File: config.mk
export PLATFORM = sky130hd
export DESIGN_NAME = wiper_chain_reg
export DESIGN_NICKNAME = d
export VERILOG_FILES = /design/src/rtl/wiper_chain_pkg.sv /design/src/rtl/wcr_edge_ctl.sv /design/src/rtl/wcr_shift_reg.sv /design/src/rtl/wcr_wiper_slot.sv /design/src/rtl/wiper_chain_reg.sv
export SDC_FILE = /design/constraint.sdc
export NUM_CORES = 1
export LEC_CHECK = 0
export ABC_AREA = 1
export BUFFER_PORTS_ARGS = -buffer_cell sky130_fd_sc_hd__buf_2
export CORE_UTILIZATION = 35
export DETAILED_ROUTE_END_ITERATION = 8
export PLACE_DENSITY = 0.49
export SLEW_MARGIN = 20
export SYNTH_ARGS = -nofsm -noshare
export SYNTH_HDL_FRONTEND = slang
export SYNTH_SLANG_ARGS = --single-unit
File: constraint.sdc
create_clock -name clk -period 1.85 [get_ports clk]
set_input_delay 0.2775 -clock clk [delete_from_list [all_inputs] [get_ports clk]]
set_output_delay 0.2775 -clock clk [all_outputs]
set_load 0.01 [all_outputs]
File: src/rtl/wiper_chain_pkg.sv
package wiper_chain_pkg;

  // Field geometry defaults shared by all submodules
  localparam int DEF_FIELD_W = 8;
  localparam int DEF_POS_W   = 6;

  // Kind of action decoded from the serial pins in one cycle
  typedef enum logic [1:0] {
    ACT_IDLE  = 2'd0,
    ACT_SHIFT = 2'd1,
    ACT_LOAD  = 2'd2
  } ser_act_e;

endpackage

File: src/rtl/wcr_edge_ctl.sv
module wcr_edge_ctl
  import wiper_chain_pkg::*;
(
  input  logic     clk,
  input  logic     rst_n,
  input  logic     ser_en,
  input  logic     ser_clk,
  output ser_act_e act
);

  logic en_q, en_d;
  logic sclk_q, sclk_d;

  // next state: remember last sampled pin levels
  always_comb begin
    en_d   = ser_en;
    sclk_d = ser_clk;
  end

  always_ff @(posedge clk or negedge rst_n) begin
    if (!rst_n) begin
      en_q   <= 1'b0;
      sclk_q <= 1'b0;
    end else begin
      en_q   <= en_d;
      sclk_q <= sclk_d;
    end
  end

  // Falling enable wins; shifting needs the enable high now
  always_comb begin
    if (en_q && !ser_en)
      act = ACT_LOAD;
    else if (ser_en && ser_clk && !sclk_q)
      act = ACT_SHIFT;
    else
      act = ACT_IDLE;
  end

endmodule

File: src/rtl/wcr_shift_reg.sv
module wcr_shift_reg #(
  parameter int NUM_FIELDS = 2,
  parameter int FIELD_W    = 8,
  parameter int CTRL_W     = 7,
  parameter int RESET_POS  = 63,
  localparam int FRAME_W   = NUM_FIELDS * FIELD_W
) (
  input  logic                         clk,
  input  logic                         rst_n,
  input  logic                         shift_en,
  input  logic                         din,
  output logic                         cout,
  output logic [NUM_FIELDS*CTRL_W-1:0] ctrl_bits
);

  localparam logic [FIELD_W-1:0] FIELD_INIT = FIELD_W'(RESET_POS);
  localparam logic [FRAME_W-1:0] FRAME_INIT = {NUM_FIELDS{FIELD_INIT}};

  logic [FRAME_W-1:0] sr_q, sr_d;

  always_comb begin
    sr_d = sr_q;
    if (shift_en)
      sr_d = {din, sr_q[FRAME_W-1:1]};
  end

  always_ff @(posedge clk or negedge rst_n) begin
    if (!rst_n) sr_q <= FRAME_INIT;
    else        sr_q <= sr_d;
  end

  assign cout = sr_q[0];

  // hand out only the control bits of each field
  for (genvar f = 0; f < NUM_FIELDS; f++) begin : g_field
    assign ctrl_bits[f*CTRL_W +: CTRL_W] = sr_q[f*FIELD_W +: CTRL_W];
  end

  assert_shift_R2: assert property (@(posedge clk) disable iff (!rst_n)
    shift_en |=> (sr_q[FRAME_W-1] == $past(din)) &&
                 (sr_q[FRAME_W-2:0] == $past(sr_q[FRAME_W-1:1])));

  assert_hold_R3: assert property (@(posedge clk) disable iff (!rst_n)
    !shift_en |=> $stable(sr_q));

endmodule

File: src/rtl/wcr_wiper_slot.sv
module wcr_wiper_slot #(
  parameter int POS_W     = 6,
  parameter int RESET_POS = 63,
  localparam int CODE_W   = POS_W + 1,
  localparam logic [CODE_W-1:0] MUTE_CODE = CODE_W'(1) << POS_W
) (
  input  logic              clk,
  input  logic              rst_n,
  input  logic              load_en,
  input  logic [POS_W:0]    ctrl,
  output logic [CODE_W-1:0] code
);

  logic [CODE_W-1:0] code_q, code_d;

  always_comb begin
    code_d = code_q;
    if (load_en)
      code_d = ctrl[POS_W] ? MUTE_CODE : {1'b0, ctrl[POS_W-1:0]};
  end

  always_ff @(posedge clk or negedge rst_n) begin
    if (!rst_n) code_q <= CODE_W'(RESET_POS);
    else        code_q <= code_d;
  end

  assign code = code_q;

  assert_range_R5: assert property (@(posedge clk) disable iff (!rst_n)
    code_q <= MUTE_CODE);

  assert_mute_R6: assert property (@(posedge clk) disable iff (!rst_n)
    (load_en && ctrl[POS_W]) |=> (code_q == MUTE_CODE));

  assert_hold_R4: assert property (@(posedge clk) disable iff (!rst_n)
    !load_en |=> $stable(code_q));

endmodule

File: src/rtl/wiper_chain_reg.sv
module wiper_chain_reg
  import wiper_chain_pkg::*;
#(
  parameter int NUM_WIPERS = 2,
  parameter int FIELD_W    = DEF_FIELD_W,
  parameter int POS_W      = DEF_POS_W,
  parameter int RESET_POS  = 63,
  localparam int CODE_W    = POS_W + 1,
  localparam int CTRL_W    = POS_W + 1
) (
  input  logic                         clk,
  input  logic                         rst_n,
  input  logic                         ser_en,
  input  logic                         ser_clk,
  input  logic                         ser_din,
  output logic                         ser_cout,
  output logic [NUM_WIPERS*CODE_W-1:0] wiper_code,
  output logic                         wiper_upd
);

  ser_act_e                        act;
  logic                            shift_en, load_en;
  logic [NUM_WIPERS*CTRL_W-1:0]    ctrl_bits;
  logic                            upd_q, upd_d;

  wcr_edge_ctl u_edge (
    .clk     (clk),
    .rst_n   (rst_n),
    .ser_en  (ser_en),
    .ser_clk (ser_clk),
    .act     (act)
  );

  assign shift_en = (act == ACT_SHIFT);
  assign load_en  = (act == ACT_LOAD);

  wcr_shift_reg #(
    .NUM_FIELDS (NUM_WIPERS),
    .FIELD_W    (FIELD_W),
    .CTRL_W     (CTRL_W),
    .RESET_POS  (RESET_POS)
  ) u_sr (
    .clk       (clk),
    .rst_n     (rst_n),
    .shift_en  (shift_en),
    .din       (ser_din),
    .cout      (ser_cout),
    .ctrl_bits (ctrl_bits)
  );

  for (genvar w = 0; w < NUM_WIPERS; w++) begin : g_wiper
    wcr_wiper_slot #(
      .POS_W     (POS_W),
      .RESET_POS (RESET_POS)
    ) u_slot (
      .clk     (clk),
      .rst_n   (rst_n),
      .load_en (load_en),
      .ctrl    (ctrl_bits[w*CTRL_W +: CTRL_W]),
      .code    (wiper_code[w*CODE_W +: CODE_W])
    );
  end

  always_comb upd_d = load_en;

  always_ff @(posedge clk or negedge rst_n) begin
    if (!rst_n) upd_q <= 1'b0;
    else        upd_q <= upd_d;
  end

  assign wiper_upd = upd_q;

  assert_strobe_single_R8: assert property (@(posedge clk) disable iff (!rst_n)
    wiper_upd |=> !wiper_upd);

  assert_change_needs_load_R4: assert property (@(posedge clk) disable iff (!rst_n)
    !$stable(wiper_code) |-> wiper_upd);

endmodule

After elaboration in Yosys (flattened, before gate mapping):

Cells that the tools add are included.

* logic and storage cells: 17
* flip-flop bits (word level): 33
* output and inout port bits: 16
* bits of input ports: 5

* reduce and logical (&&, ||, !) cells: 5
* eq/ne operators: 2
* multiplexer cells: 4

Operators with widths (number)
* two-way mux 7 bit: 2
* logical AND 1 bit: 3
* == test 2 x 1 -> 1 bit, second input constant: 1
* == test 2 bit, second input constant: 1
* logical NOT 1 bit: 2
* two-way mux 2 bit: 1
* two-way mux 1 bit: 1

Longest topological paths before layout:

* depth in word-level cells: 5
* mapped depth: 7
* gate-level depth less buffers: 5

Modules after synthesis:

A second synthesis with hierarchy kept.

* cell total of the unflattened synthesis: 155
* area total of the unflattened synthesis: 1487.7 µm²

Modules (own cells, without submodules)
* wcr_shift_reg: cells each 82, area each 804.5 µm², sequential area each 415.4 µm², times used 1
* wcr_wiper_slot: cells each 31, area each 287.8 µm², sequential area each 182.7 µm², times used 2
* wcr_edge_ctl: cells each 6, area each 67.6 µm², sequential area each 50.0 µm², times used 1
* wiper_chain_reg: cells each 5, area each 40.0 µm², sequential area each 25.0 µm², times used 1

Least setup slack after synthesis:

Ideal clock, no wire load.

* path type: reg2reg
* start point: register u_edge.sclk_q
* end point: register u_sr.sr_q[7]
* stages on the path, launching flop included: 6
* library setup time: 117 ps
* arrival: 792 ps
* data required time: 1733 ps
* period minus slack after synthesis: 909 ps
* buffers on the path: 1
* slack: 941 ps
* path through: dfrtp_1 > inv_2 > nand3_4 > buf_6 > nand2_1 > nand2_1

* cells in the longest elaborated chain, start to end: 5

RTL lines
* start: declaration: RTL line wcr_edge_ctl.sv:12 `logic sclk_q, sclk_d;`
* start signal: assignment: RTL line wcr_edge_ctl.sv:26 `sclk_q <= sclk_d;`
* logical NOT 1 bit: RTL line wcr_edge_ctl.sv:34 `else if (ser_en && ser_clk && !sclk_q)`
* logical AND 1 bit: RTL line wcr_edge_ctl.sv:34
* two-way mux 1 bit: RTL line wcr_edge_ctl.sv:34
* two-way mux 2 bit: RTL line wcr_edge_ctl.sv:32 `if (en_q && !ser_en)`
* == test 2 x 1 -> 1 bit: RTL line wiper_chain_reg.sv:34 `assign shift_en = (act == ACT_SHIFT);`
* end signal: assignment: RTL line wcr_shift_reg.sv:29 `else sr_q <= sr_d;`
* end: declaration: RTL line wcr_shift_reg.sv:19 `logic [FRAME_W-1:0] sr_q, sr_d;`

Every way passes these cells.
A chain may end at the register's enable or synchronous reset.

Final worst setup path:

* start point: register u_sr.sr_q[0]
* end point: output ser_cout

RTL lines
* end: declaration: RTL line wiper_chain_reg.sv:16 `output logic ser_cout,`

No word-level cell between the ends.

==> impl_metrics.ini <==
[route]
vias_per_cell = 4.500
wl_um = 2649
firstDrtPassIters = 4
drt_drc_violations_left = 0
routedWlPerCell_um = 11.52
final_antenna_net_count = 0
drtIter0Drc = 23
vias = 1035

[critical_path]
crit_chain = buf_2
cp-startpoint = u_sr.sr_q[0]
endpoint = ser_cout
critical_path_class = flip-flop to output pin
crit_fanout = 3
r2r_end = u_sr.sr_q[6]
critPathSlowestCell = dfstp_2
ff2ff_path_depth = 4
crit_buf_inv = 1
ff2ff_setup_slack_ps = 760
worstSetupEndpointType = output pin
critPathLaunchType = flip-flop
worst_ep_required_time_ps = 1570
cp_data_arrival_time_ps = 970
critPathMaxStageDelay_ps = 560
crit_cells = 1
rr_startpoint = u_edge.sclk_q
critPathTopFamily = flip-flops

[sta]
setup_viol = 0
clock_skew_ps = 5.299
slew_violations = 0
min_period_ps = 1244
finalSetupTns_ps = 0
rsz0062_at_grt = false
timing.final.crit_share_pct = 67.22
finalHoldViolCount = 0
fmax_ghz = 0.8042
maxSlewHeadroom_pct = 52.73
worstMarginPinSlew_ps = 709.0

[clocking]
clk_latency_ps = 280
cts_buffer_depth = 2
cts.sinks = 33
cts-resized-gates = 0
root_buffer = clkbuf_8
numCtsBuffers = 5
cts_tree = done
cts_max_level = 2
clkSlewWorstSetupHoldPaths_ps = 70
cts_setup_buffers = 0
hold_buffers = 0

[placed_design]
dp_hpwl_um = 1782
placed_cells = 222
portBuffers = 20
gp_congestion = 0.7218

[synthesis]
muxShareOfSynthArea_pct = 0
syn_inst = 162
synthXorXnorAreaFrac_pct = 0
synth_edf_count = 0
ys_ff_latch = 33
yosysWarnings = 0
synth_top_family_by_area = simple AND/OR/NAND/NOR gates
yosys.cell_types.count = 16
syn_nets = 167
yosysMostFrequentCell = nand2_1
synth-simple-area-share_pct = 32.17
synth.avg_cell_area_um2 = 9.268
synth_top_cell_area_share_pct = 42.00
netlist_top_cells_count = nand2_1 (65), dfstp_2 (24), nand4_1 (16), inv_1 (12), nor2_1 (12)
synth_compound_area_share_pct = 0
yosysSeqAreaShare_pct = 57.00
async_flop_share_pct = 100.0
yosysTopAreaCell = dfstp_2
synth.area.top_cells = dfstp_2 (42%), nand2_1 (16%), dfrtp_1 (15%)
syn_area_mm2 = 0.001501
ys.flop_type = dfstp_2
yosys.area_share.adder_pct = 0

[floorplan]
std_cell_rows = 23
coreArea_mm2 = 0.004058
die_x_um = 67.50
die-height_um = 67.50
top_level_ports = 21
start_util_pct = 37.00
die_area_mm2 = 0.004556

[global_route]
top_usage_layer = met2
grt_use_met2_pct = 19.18
grt_max_degree = 34
track_usage_pct = 14.12
met3_usage_pct = 5.574
grtUsageMet1_pct = 18.81
overflow = 0
grt_pass1_vias = 958
grt_pass1_wl_um = 4491
antenna_found_initial = 0

[finish]
area_growth_pct = 10.58
utilization_pct = 40.92
drive_above_1_share_pct = 35.56
final_cells = 230
num-fill-cells = 419
nets = 184
antennaDiodeCount = 0

[power]
seqPwrFrac_pct = 54.5
swShare_pct = 26.77
clkPwrFrac_pct = 33.1
power_frac_comb_pct = 12.4
switching_power_uw = 446.5
intPower_uw = 1222
power.leakage_uw = 0.0008422
p_per_area_mw_per_mm2 = 1005
ir_drop_mv = 0.4292

[status]
outcome = completed

[hold_path]
hold_class = primary input to async pin

[job]
cap_violations = 0
==> layout make-up <==
class                           count  area, µm²  share of cell area, %
Clock buffer                        8      90.09                  5.426
Inverter                           15      68.82                  4.145
Multi-Input combinational cell    104      483.0                  29.09
Sequential cell                    33      855.8                  51.54
Tap cell                           50      62.56                  3.768
Timing Repair Buffer               20      100.1                  6.029
==> worst min-delay path by stage <==
stage	startpoint	end	slack, ps
final	rst_n	u_edge.sclk_q	50
after global routing	rst_n	u_sr.sr_q[15]	90
after CTS	rst_n	u_edge.sclk_q	70
after detailed placement	rst_n	g_wiper[1].u_slot.code[6]	370
after global placement	rst_n	g_wiper[1].u_slot.code[6]	360
after floorplan	rst_n	g_wiper[0].u_slot.code[6]	-20
==> metrics by stage <==
stage / power (µW) / instance area, µm² / setup slack (ps) / hold WS (ps)
2_1_floorplan: 1069 / 1501 / 940.7 / -18.09
3_3_place_gp: 1129 / 1570 / 737.3 / 362.7
3_5_place_dp: 1131 / 1570 / 727.4 / 373.1
4_1_cts: 1697 / 1660 / 589.9 / 65.24
5_1_grt: 1772 / 1660 / 567.0 / 89.57
6_report: 1668 / 1660 / 606.5 / 47.59
==> state kept, by name, summed over array words and instances, names as in the netlist <==
signal and flops:
u_sr.sr_q 16, g_wiper.u_slot.code 14, wiper_upd 1, u_edge.sclk_q 1, u_edge.en_q 1
==> cells by family (layout without fill, tap and decap cells) <==
| kind of cell | after synthesis | after routing |
|---|---|---|
| AND/OR/NAND/NOR | 104 | 104 |
| flip-flops | 33 | 33 |
| buffers and inverters | 25 | 43 |
==> per-layer routing <==
layer  up-vias  share of wire (%)  routed length [µm]
met5         -                  0                   0
met2        18                 43                1130
li1        538                  -                   -
met4         0               0.87                  23
met1       477                 52                1378
met3         2                4.4                 117
==> layout by cell type (no fill, tap or decap) <==
master and n:
inv_6 1, dfstp_2 24, inv_8 1, nand2_1 65
inv_2 1, nand3_4 1, nand4_1 16, nand2_2 9
clkbuf_1 2, clkbuf_8 6, buf_2 20, nor2_1 12
nand2_8 1, inv_1 12, dfrtp_1 9
==> power by group through the flow <==
| stage | clock (µW) | sequential, µW | combinational [µW] |
|---|---|---|---|
| floorplan | 0 | 911 | 158 |
| global placement | 0 | 920 | 209 |
| detailed placement | 0 | 920 | 211 |
| CTS | 577 | 909 | 211 |
| global route | 608 | 923 | 241 |
| finish | 553 | 910 | 206 |
No activity file was read; power rests on OpenSTA's default activity.
